[src/rtl/gpio_port_regs.sv]
module gpio_port_regs #(
  parameter int W = 8,
  localparam int SW = $clog2(W)
) (
  input  logic          clk,
  input  logic          rst_n,
  input  logic [1:0]    bus_addr,
  input  logic [W-1:0]  bus_wdata,
  input  logic          bus_we,
  input  logic          bus_re,
  input  logic          bus_rmw,
  input  logic          bus_bit_we,
  input  logic [SW-1:0] bus_bit_sel,
  input  logic          bus_bit_val,
  output logic [W-1:0]  rd_data,
  input  logic          pull_en,
  input  logic [W-1:0]  ovr_mask,
  input  logic [W-1:0]  ovr_oe,
  input  logic [W-1:0]  ovr_out,
  input  logic [W-1:0]  pin_in,
  output logic [W-1:0]  pad_oe,
  output logic [W-1:0]  pad_out,
  output logic [W-1:0]  pad_pu
);
  localparam logic [1:0] A_LATCH = 2'd0;
  localparam logic [1:0] A_INMD  = 2'd1;
  localparam logic [1:0] A_OUTMD = 2'd2;

  logic [W-1:0] latch_q, inmode_q, outmode_q;
  logic [W-1:0] sync1_q, sync2_q;
  logic [W-1:0] lat_oe;

  always_ff @(posedge clk or negedge rst_n) begin
    if (!rst_n) begin
      latch_q <= '1;
    end else if (bus_we && bus_addr == A_LATCH) begin
      latch_q <= bus_wdata;
    end else if (bus_bit_we) begin
      latch_q[bus_bit_sel] <= bus_bit_val;
    end
  end

  always_ff @(posedge clk or negedge rst_n) begin
    if (!rst_n) begin
      inmode_q  <= '1;
      outmode_q <= '0;
    end else if (bus_we) begin
      if (bus_addr == A_INMD)  inmode_q  <= bus_wdata;
      if (bus_addr == A_OUTMD) outmode_q <= bus_wdata;
    end
  end

  always_ff @(posedge clk or negedge rst_n) begin
    if (!rst_n) begin
      sync1_q <= '0;
      sync2_q <= '0;
    end else begin
      sync1_q <= pin_in;
      sync2_q <= sync1_q;
    end
  end

  always_comb begin
    rd_data = '0;
    if (bus_re) begin
      unique case (bus_addr)
        A_LATCH: rd_data = bus_rmw ? latch_q : (sync2_q & inmode_q);
        A_INMD:  rd_data = inmode_q;
        A_OUTMD: rd_data = outmode_q;
        default: rd_data = '0;
      endcase
    end
  end

  assign lat_oe  = ~latch_q | outmode_q;
  assign pad_oe  = inmode_q & ((ovr_mask & ovr_oe) | (~ovr_mask & lat_oe));
  assign pad_out = (ovr_mask & ovr_out) | (~ovr_mask & latch_q);
  assign pad_pu  = inmode_q & {W{pull_en}} & ~(pad_oe & ~pad_out);
endmodule


[config.mk]
export PLATFORM = sky130hd
export DESIGN_NAME = gpio_port_regs
export DESIGN_NICKNAME = d
export VERILOG_FILES = /design/src/rtl/gpio_port_regs.sv
export SDC_FILE = /design/constraint.sdc
export NUM_CORES = 1
export LEC_CHECK = 0
export BUFFER_PORTS_ARGS = -buffer_cell sky130_fd_sc_hd__buf_2
export CAP_MARGIN = 20
export CORE_UTILIZATION = 45
export CTS_CLUSTER_SIZE = 25
export DETAILED_ROUTE_END_ITERATION = 10
export PLACE_DENSITY = 0.79
export SLEW_MARGIN = 10
export SYNTH_ARGS = -nofsm -noshare
export SYNTH_HDL_FRONTEND = slang
export SYNTH_SLANG_ARGS = --single-unit
[constraint.sdc]
create_clock -name clk -period 2 [get_ports clk]
set_input_delay 0.1 -clock clk [delete_from_list [all_inputs] [get_ports clk]]
set_output_delay 0.1 -clock clk [all_outputs]
set_load 0.02 [all_outputs]
Word level (Yosys, flattened, before mapping)
Index checks and enable logic that the tools add are counted.
- $lt $le $gt $ge: 2
- equality and inequality tests: 2
- mux-type cells: 8
- bitwise logic cells: 16
- reductions and logical operators: 6
- operator list (cell ; count):
    $and A8 B8 Y8 ; 9
    $mux W8 ; 4
    $not A8 Y8 ; 4
    $or A8 B8 Y8 ; 3
    $pmux W8 S3 ; 1
    $bwmux W8 ; 1
    $lt A3 B4 Y1 const B ; 1
    $reduce_and A2 Y1 ; 2
    $demux W1 S3 ; 1
    $ge A3 B1 Y1 const B ; 1
    $eq A2 B1 Y1 const B ; 1
    $eq A2 B2 Y1 const B ; 1
    $logic_and A1 B1 Y1 ; 2
    $logic_not A2 Y1 ; 1
    $reduce_bool A2 Y1 ; 1
    $mux W1 ; 1
- register bits: 40
- output and inout bits: 32
- logic and storage cells: 39

Longest topological paths before layout
Gate-level depths: netlist of the first run.
- word-level depth: 8
- mapped depth: 6
- mapped depth without buffers: 3

Least setup slack after synthesis of the first run
Ideal clock, no wire load.
- path kind: reg-to-output
- start: reg inmode_q[6]
- end: out rd_data[6]
- arrival: 1393 ps
- setup slack: 507 ps
- stages on the path, launching flop included: 4
- cells stage by stage: dfstp_2 > nand3b_1 > a221o_1 > a21boi_0
- cells in the longest elaborated chain, start to end: 4
- ends and longest elaborated chain (element ; line ; source):
    start, declared ; 29 ; logic [W-1:0] latch_q, inmode_q, outmode_q;
    start signal, assigned ; 48 ; if (bus_addr == A_INMD) inmode_q <= bus_wdata;
    $and A8 B8 Y8 ; 67 ; A_LATCH: rd_data = bus_rmw ? latch_q : (sync2_q & inmode_q);
    $mux W8 ; 67 ;
    $pmux W8 S3 (*) ; 66 ; unique case (bus_addr)
    $mux W8 (*) ; 65 ; if (bus_re) begin
    end, declared ; 15 ; output logic [W-1:0] rd_data,
Mark *: on every way between the ends. The rest lies on a longest branch, timed or not.

Worst setup path in the final report of the first run
- start: reg latch_q[1]
- end: out rd_data[1]
- cells in the longest elaborated chain, start to end: 3
- ends and longest elaborated chain (element ; line ; source):
    start, declared ; 29 ;
    start signal, assigned ; 37 ; latch_q <= bus_wdata;
    start signal, assigned by index ; 39 ; latch_q[bus_bit_sel] <= bus_bit_val;
    $mux W8 ; 67 ;
    $pmux W8 S3 ; 66 ;
    $mux W8 ; 65 ;
Every way passes these cells.

==> results.yml, run 1 <==
global_route:
  grt_remaining_overflow: 0
  grt_antenna_before_repair: 0
  track_usage_pct: 22.1
  grt_max_degree: 41
  grt_pass1_vias: 1961
  grt_pass1_wl_um: 8660
synth:
  synthFlopType: "dfrtp_1"
  synthTopCellsByArea: "dfrtp_1 (28%), dfstp_2 (20%), mux2_2 (8.4%), nand2_1 (4.6%), nand2b_1 (3.8%)"
  synth_top_area_cell: "dfrtp_1"
  seq_area_frac_synth_pct: 47.7
  ys_ff_latch: 40
  yosysUniqueCellTypes: 31
  ys.warnings.count: 0
  syn_area_per_cell_um2: 10.5
  synthCells: 204
  synth_nets: 257
  postSynth.asyncResetShare_pct: 100
  synth_area_um2: 2140
  synth_edf_count: 0
  yosys.area.top_type_share_pct: 28.1
placed_design:
  dp_hpwl_um: 3640
  dpl.cell_count: 334
  gp_congestion: 0.748
  portBuffers: 84
detailed_routing:
  vias: 1921
  dr.first_iter.drc_count: 97
  first_pass_iters: 7
  viasPerCell: 5.47
  ant_nets: 0
  wire_per_inst_um: 15.0
  drc: 6
  finalWirelength_um: 5260
finish:
  final_cell_mix: "buf_2 (84), nand2_1 (26), dfrtp_1 (24)"
  utilization_pct: 61.9
  layout_commonest_cell: "buf_2"
  syn_to_final_growth_pct: 29.5
  multi_input_area_um2: 1020
  drive_above_1_share_pct: 42.8
  seq_area_um2: 1020
  final_cells: 351
  num_antenna_cells: 0
  fillerInstances: 381
  fin_nets: 351
critical_path:
  timing.rr.end: "latch_q[1]"
  max_stage_delay_ps: 550
  r2r_start: "latch_q[1]"
  crit_chain: "a21oi_1 > a221o_1 > a21boi_0 > buf_2"
  rrSetupSlack_ps: 1140
  cp.required_ps: 1900
  path_class: "reg2out"
  worst-path-max-fanout: 3
  worstSetupEndpointType: "output port"
  reg2regPathDepth: 2
  path_buf_inv: 1
  path_delay_family: "compound AO/OA/AOI/OAI gates"
  arrival_ps: 1730
  slowest_stage: "dfstp_2"
  start_kind: "flop"
clocking:
  cts.sinks: 40
  clk_pin_slew_ps: 80
  clockBufferDepth: 2
  clkLatencyLatePin_ps: 290
  htreeDepth: 2
  cts_tree: "done"
  postCtsSetupRepairBufs: 0
  cts-buffers-inserted: 5
  ctsRootBufferMaster: "clkbuf_8"
sta:
  slew_headroom_pct: 40.9
  skew_ps: 1.00
  worst_pin_slew_ps: 887
  period_needed_ps: 1830
  hold_slack_ps: 57.3
  hold_viol_final: 0
  setup_violations: 0
  fmax_mhz: 547
  period_share_pct: 91.4
  rsz0062_at_grt: "no"
  maxSlewViolCount: 0
  fin_setup_tns_ps: 0
power:
  ir_drop_mv: 0.483
  leakage_nw: 1.38
  cellPowerDensity_nw_per_um2: 797
status:
  status: "finished with violations"
  violations: "DRC"
die:
  fp-row-count: 24
  die_x_um: 71.0
  coreArea_um2: 4470
  ioPinCount: 85
  dieArea_um2: 5030
  start_util_pct: 47.8
  die_height_um: 71.0
hold_path:
  holdCritStartpoint: "bus_wdata[3]"
  hold_path_depth: 3
  hold_class: "in2reg"
  min_to: "latch_q[3]"
job:
  cap_viol_max_count: 0
## through the flow
step | cell area (um^2) | worst slack [ps] | total power, mW
2_1_floorplan | 2140 | 507 | 1.43
3_3_place_gp | 2590 | 612 | 1.63
3_5_place_dp | 2590 | 541 | 1.65
4_1_cts | 2770 | 173 | 2.22
5_1_grt | 2770 | 128 | 2.32
6_report | 2770 | 171 | 2.21
## how the worst max path moves through the flow
stage	start	cells past startpoint	end	slack, ps
4_1_cts	latch_q[1]	4	rd_data[1]	170
5_1_grt	inmode_q[1]	4	rd_data[1]	130
3_5_place_dp	inmode_q[1]	4	rd_data[1]	540
6_report	latch_q[1]	4	rd_data[1]	170
2_1_floorplan	inmode_q[6]	3	rd_data[6]	510
3_3_place_gp	bus_addr[1]	5	inmode_q[5]	610
## state kept, by name, indices dropped and copies added (netlist names)
signal     cells
sync1_q        8
inmode_q       8
outmode_q      8
sync2_q        8
latch_q        8
## kinds of logic (layout without fill, tap and decap cells)
group,count (synthesis),in the layout,share of synthesized area (%)
buffers and inverters,19,114,4.39
AO/OA/AOI/OAI,51,51,17.4
multiplexers,24,24,12.2
flip-flops,40,40,47.7
AND/OR/NAND/NOR,70,70,18.3
## cell usage after synthesis (8+ instances only)
master	number
inv_1	11
a21oi_1	16
a21boi_0	8
mux2i_1	8
nand2b_1	13
a221o_1	8
nand2_1	26
nand3b_1	8
mux2_2	16
dfrtp_1	24
nor2_1	8
dfstp_2	16
## layer usage
metal	global-route usage [%]	routed length, um	up-vias
met5	0	0	-
met4	6.67	53	0
met3	3.56	257	6
met2	40.0	2590	68
met1	27.2	2360	913
li1	-	-	934
## area by class of cell
| cell class | count | area share, % |
|---|---|---|
| clock buffer | 6 | 2.98 |
| clock inverter | 2 | 0.361 |
| inverter | 11 | 1.49 |
| multi-input combinational | 145 | 37.0 |
| sequential | 40 | 36.9 |
| tap | 52 | 2.35 |
| timing repair buffer | 95 | 19.0 |
## what timing repair did
action / in CTS / in global routing
endpoints found under the setup margin: 0 / 0
hold endpoints to repair: 32 / 0
hold buffers: 9 / 0
resized for setup: 0 / 0
## power by group
part	total [mW]	leakage, nW	internal, mW	switching [mW]
combinational	0.596	0.876	0.268	0.327
clock	0.555	0.0510	0.275	0.280
sequential	1.06	0.449	0.965	0.0909
## worst reg2reg max path: stages, from the launching register on
cell     delay, ps
dfstp_2        550
mux2i_1         70
a21oi_1        170
No activity file was read; power rests on OpenSTA's default activity.
==> inputs of run 2 (changes only) <==
--- a/config.mk
+++ b/config.mk
@@ -5,12 +5,13 @@
 export SDC_FILE = /design/constraint.sdc
 export NUM_CORES = 1
 export LEC_CHECK = 0
+export ABC_AREA = 1
 export BUFFER_PORTS_ARGS = -buffer_cell sky130_fd_sc_hd__buf_2
 export CAP_MARGIN = 20
 export CORE_UTILIZATION = 45
 export CTS_CLUSTER_SIZE = 25
 export DETAILED_ROUTE_END_ITERATION = 10
-export PLACE_DENSITY = 0.79
+export PLACE_DENSITY = 0.78
 export SLEW_MARGIN = 10
 export SYNTH_ARGS = -nofsm -noshare
 export SYNTH_HDL_FRONTEND = slang
==> run 2 against run 1 <==
Combinational power down 3%. Die area up 8.7%. Largest cell class is now sequential cells. Via count up 24%. Flip-flop and latch count unchanged. Routed wire length up 10%. The flow now finishes without violations. Register-to-register slack better by 70 ps. Cell count up 40%. Cell area up 7.3%. Core utilization down 0.62 points.
==> results.yml, run 2 <==
status:
  status: "complete, no violations"
synth:
  seq_area_frac_synth_pct: 43.8
  synthCells: 333
  yosysUniqueCellTypes: 21
  ys_ff_latch: 40
  ys.warnings.count: 0
  postSynth.asyncResetShare_pct: 100
  yosys-top-cells-count: "nand2_1 (100), inv_1 (63), nand3_1 (44), nor2_1 (25), dfrtp_1 (24)"
  synth_edf_count: 0
  synth_nets: 386
  synth_area_um2: 2330
  synthFlopType: "dfrtp_1"
  synthTopCellsByArea: "dfrtp_1 (26%), dfstp_2 (18%), nand2_1 (16%), inv_1 (10%), nand3_1 (9.4%)"
  yosysMostFrequentCell: "nand2_1"
  yosys.area.top_type_share_pct: 25.8
  syn_area_per_cell_um2: 7.00
  synth_top_area_cell: "dfrtp_1"
sta:
  worst_pin_slew_ps: 873
  fmax_mhz: 670
  rsz0062_at_grt: "no"
  hold_viol_final: 0
  setup_violations: 0
  period_needed_ps: 1490
  slew_headroom_pct: 41.8
  maxSlewViolCount: 0
  fin_setup_tns_ps: 0
  period_share_pct: 74.6
  skew_ps: 7.04
finish:
  syn_to_final_growth_pct: 27.4
  postLayoutCellArea_um2: 2970
  num_antenna_cells: 0
  drive_above_1_share_pct: 26.8
  layout_commonest_cell: "nand2_1"
  fillerInstances: 458
  final_cell_mix: "nand2_1 (100), buf_2 (84), inv_1 (63)"
  fin_nets: 478
  utilization_pct: 61.3
die:
  die_x_um: 74.0
  die_height_um: 74.0
  dieArea_um2: 5470
  fp-row-count: 25
  ioPinCount: 85
  coreArea_um2: 4850
  start_util_pct: 48.1
critical_path:
  worst-path-max-fanout: 2
  path_class: "reg2out"
  worstSetupEndpointType: "output port"
  crit_chain: "inv_1 > nor2_1 > nand2_1 > nand3_1 > nand2_1 > inv_1 > buf_2"
  start_kind: "flop"
  arrival_ps: 1390
  cp.required_ps: 1900
  slowest_stage: "dfstp_2"
  max_stage_delay_ps: 530
power:
  cellPowerDensity_nw_per_um2: 759
  ir_drop_mv: 0.527
  leakage_nw: 1.73
  total_power_mw: 2.25
global_route:
  grt_pass1_wl_um: 9520
  grt_antenna_before_repair: 0
  grt_pass1_vias: 2114
  grt_max_degree: 41
  track_usage_pct: 23.2
  grt_remaining_overflow: 0
clocking:
  cts_tree: "done"
  htreeDepth: 2
  clockBufferDepth: 2
  ctsRootBufferMaster: "clkbuf_8"
  cts-buffers-inserted: 5
  cts_resized: 0
  clkLatencyLatePin_ps: 290
  cts.sinks: 40
  clk_pin_slew_ps: 70
detailed_routing:
  vias: 2375
  viasPerCell: 4.82
  dr.first_iter.drc_count: 111
  first_pass_iters: 4
  finalWirelength_um: 5790
  ant_nets: 0
  drc: 0
  wire_per_inst_um: 11.7
hold_path:
  hold_class: "in2reg"
placed_design:
  dp_hpwl_um: 4240
  place_area_um2: 2770
  gp_congestion: 0.872
  portBuffers: 84
job:
  cap_viol_max_count: 0
## run 2: cell types whose count changed after synthesis, sizes merged, moves of 5 or more
cell,previous run,this run
a21boi,8,0
a21oi,16,11
a221o,8,0
a31oi,5,0
inv,11,64
mux2,16,0
mux2i,8,0
nand2,27,101
nand2b,13,0
nand3,0,48
nand3b,9,0
nor2,8,26
o211a,5,0
o21ai,3,21
## run 2: through the flow
stage / hold WS [ps] / worst slack (ps) / std cells
3_3_place_gp: 207 / 621 / 476
5_1_grt: 37.9 / 359 / 493
3_5_place_dp: 209 / 583 / 476
4_1_cts: 34.2 / 490 / 493
2_1_floorplan: -196 / 790 / 333
6_report: 40.8 / 508 / 493
## run 2: where the power goes
part	total, mW	switching [mW]	internal [mW]
clock	0.644	0.274	0.370
combinational	0.580	0.360	0.220
sequential	1.03	0.0821	0.947
total	2.25	0.716	1.54
## run 2: cells by family after synthesis
| kind of cell | Yosys count | synth area share (%) |
|---|---|---|
| compound gates | 36 | 8.15 |
| buf+inv | 74 | 13.3 |
| flops | 40 | 43.8 |
| simple gates | 183 | 34.8 |
## run 2: area by class of cell
| class | instances | area, um^2 | share of cell area [%] |
|---|---|---|---|
| multi-input cells | 219 | 1000 | 33.7 |
| clock inverters | 2 | 35.0 | 1.18 |
| flip-flops and latches | 40 | 1020 | 34.4 |
| well taps | 67 | 83.8 | 2.82 |
| repair buffers | 93 | 510 | 17.2 |
| inverters | 66 | 248 | 8.34 |
| clock buffers | 6 | 72.6 | 2.44 |
## run 2: metal layers
layer / GRT usage (%) / wire [um] / up-vias
met1: 30.5 / 2610 / 1068
li1: - / - / 1217
met4: 8.12 / 108 / 0
met2: 38.3 / 2690 / 80
met5: 0 / 0 / -
met3: 4.74 / 372 / 10
## run 2: worst max-delay path, delay by kind of cell (launching register included)
family,cells,cell delay [ps]
DFF,1,530
and+or+nand+nor,4,330
buffers and inverters,3,240
## run 2: worst paths after layout
| kind | start | end | slack [ps] | cells past startpoint |
|---|---|---|---|---|
| min | bus_wdata[4] | inmode_q[4] | 40 | 3 |
| max reg2reg | inmode_q[7] | inmode_q[7] | 1210 | 2 |
| max in group asynchronous | rst_n | sync2_q[6] | 990 | 2 |
| min reg2reg | sync1_q[5] | sync2_q[5] | 350 | 0 |
| max | latch_q[3] | pad_pu[3] | 510 | 7 |
| min in group asynchronous | rst_n | sync1_q[1] | 460 | 2 |
## run 2: timing repair
item,4_1_cts,5_1_grt
endpoints found under the setup margin,0,0
setup buffers,0,0
hold buffers,9,0
endpoints found under the hold margin,32,0
==> inputs of run 3 (changes only) <==
--- a/config.mk
+++ b/config.mk
@@ -11,7 +11,7 @@
 export CORE_UTILIZATION = 45
 export CTS_CLUSTER_SIZE = 25
 export DETAILED_ROUTE_END_ITERATION = 10
-export PLACE_DENSITY = 0.78
+export PLACE_DENSITY = 0.81
 export SLEW_MARGIN = 10
 export SYNTH_ARGS = -nofsm -noshare
 export SYNTH_HDL_FRONTEND = slang
==> constraint.sdc (replaced) <==
create_clock -name clk -period 1.3 [get_ports clk]
set_input_delay 0.065 -clock clk [delete_from_list [all_inputs] [get_ports clk]]
set_output_delay 0.065 -clock clk [all_outputs]
set_load 0.02 [all_outputs]
==> run 3 against run 2 <==
The run now ends with setup timing left. Via count up 8.8%. Register-to-register slack lost 1000 ps. First-iteration DRC count is 43% higher. Sequential power grew 57%. Global-route usage is 2.1 points higher. Worst setup slack got worse by 690 ps. Core utilization is 9.9 points higher. Clock power up 31%. Largest power group unchanged.
==> results.yml, run 3 (same netlist as run 2, synthesis figures left out) <==
status:
  status: "finished with violations"
  violations: "setup timing"
power:
  cellPowerDensity_nw_per_um2: 1090
  leakage_nw: 1.89
  ir_drop_mv: 0.784
  total_power_mw: 3.76
die:
  dieArea_um2: 5470
  coreArea_um2: 4850
  die_height_um: 74.0
  ioPinCount: 85
  start_util_pct: 48.1
  fp-row-count: 25
  die_x_um: 74.0
clocking:
  htreeDepth: 2
  cts_tree: "done"
  clk_pin_slew_ps: 70
  clockBufferDepth: 2
  cts-buffers-inserted: 5
  cts.sinks: 40
  ctsRootBufferMaster: "clkbuf_8"
  clkLatencyLatePin_ps: 290
job:
  cap_viol_max_count: 0
sta:
  hold_slack_ps: 17.3
  hold_viol_final: 0
  rsz0062_at_grt: "yes"
  setup_violations: 24
  skew_ps: 0.297
  maxSlewViolCount: 0
  fmax_mhz: 674
  final.setup.worst_slack_ps: -185
  period_needed_ps: 1480
  period_share_pct: 114
  slew_headroom_pct: 69.2
  worst_pin_slew_ps: 462
finish:
  postLayoutCellArea_um2: 3450
  fillerInstances: 382
  multi_input_area_um2: 1170
  seq_area_um2: 1020
  fin_nets: 500
  layout_commonest_cell: "nand2_1"
  final_cell_mix: "nand2_1 (83), buf_2 (57), inv_1 (55)"
  num_antenna_cells: 0
  drive_above_1_share_pct: 42.4
  final_cells: 515
  syn_to_final_growth_pct: 48.1
placed_design:
  dpl.cell_count: 482
  portBuffers: 84
  place_area_um2: 2830
  dp_hpwl_um: 4540
  gp_congestion: 0.866
  dp_slack_ps: 123
global_route:
  grt_pass1_wl_um: 10400
  grt_remaining_overflow: 0
  grt_antenna_before_repair: 0
  grt_max_degree: 25
  track_usage_pct: 25.3
  grt_pass1_vias: 2347
hold_path:
  hold_class: "in2reg"
  holdCritStartpoint: "bus_wdata[3]"
detailed_routing:
  vias: 2583
  drc: 0
  first_pass_iters: 5
  finalWirelength_um: 6830
  dr.first_iter.drc_count: 159
  wire_per_inst_um: 13.3
  viasPerCell: 5.02
  ant_nets: 0
critical_path:
  start_kind: "flop"
  cp-startpoint: "inmode_q[6]"
  worst-path-max-fanout: 5
  worstSetupEndpointType: "output port"
  path_class: "reg2out"
  cp.required_ps: 1240
  arrival_ps: 1420
  r2r_start: "inmode_q[1]"
[run 3: worst max-delay path: stages, from the launching register on]
cell     delay [ps]
dfstp_2         600
inv_2            60
a21oi_2         140
nand3_1         100
nand2_1          70
inv_1            40
buf_6           120
[run 3: area by class of cell]
cell class	count	area share, %
Clock buffer	6	2.39
Tap cell	67	2.43
Timing Repair Buffer	115	24.4
Multi-Input combinational cell	219	33.8
Clock inverter	2	0.290
Inverter	66	7.17
Sequential cell	40	29.6
[run 3: layer usage]
metal / wire (um) / track usage, %
met5: 0 / 0
met4: 78 / 10.3
met3: 527 / 5.83
met2: 3390 / 42.0
met1: 2840 / 32.2
[run 3: worst paths after layout]
kind	endpoint	cells past startpoint	slack (ps)
hold reg to reg	sync2_q[4]	0	350
setup reg to reg	inmode_q[1]	5	210
hold / removal	latch_q[3]	3	20
setup / recovery	pad_pu[6]	6	-180
max in group asynchronous	latch_q[1]	3	510
min in group asynchronous	outmode_q[4]	2	240
[run 3: timing repair]
item / in CTS / in global routing
hold buffers: 9 / 0
setup buffers: 11 / 5
pin swaps: 13 / 20
setup endpoints to repair: 27 / 27
resized for setup: 63 / 49
endpoints found under the hold margin: 18 / 0
[run 3: metrics by stage]
stage	util [%]	TNS, ps
2_1_floorplan	-	0
3_3_place_gp	58.4	0
3_5_place_dp	58.4	0
4_1_cts	67.3	-2410
5_1_grt	71.2	-4240
6_report	71.2	-2800
[run 3: power by group]
group / switching, mW / internal [mW]
Sequential: 0.158 / 1.46
Clock: 0.421 / 0.423
Combinational: 0.696 / 0.602
Total: 1.28 / 2.48
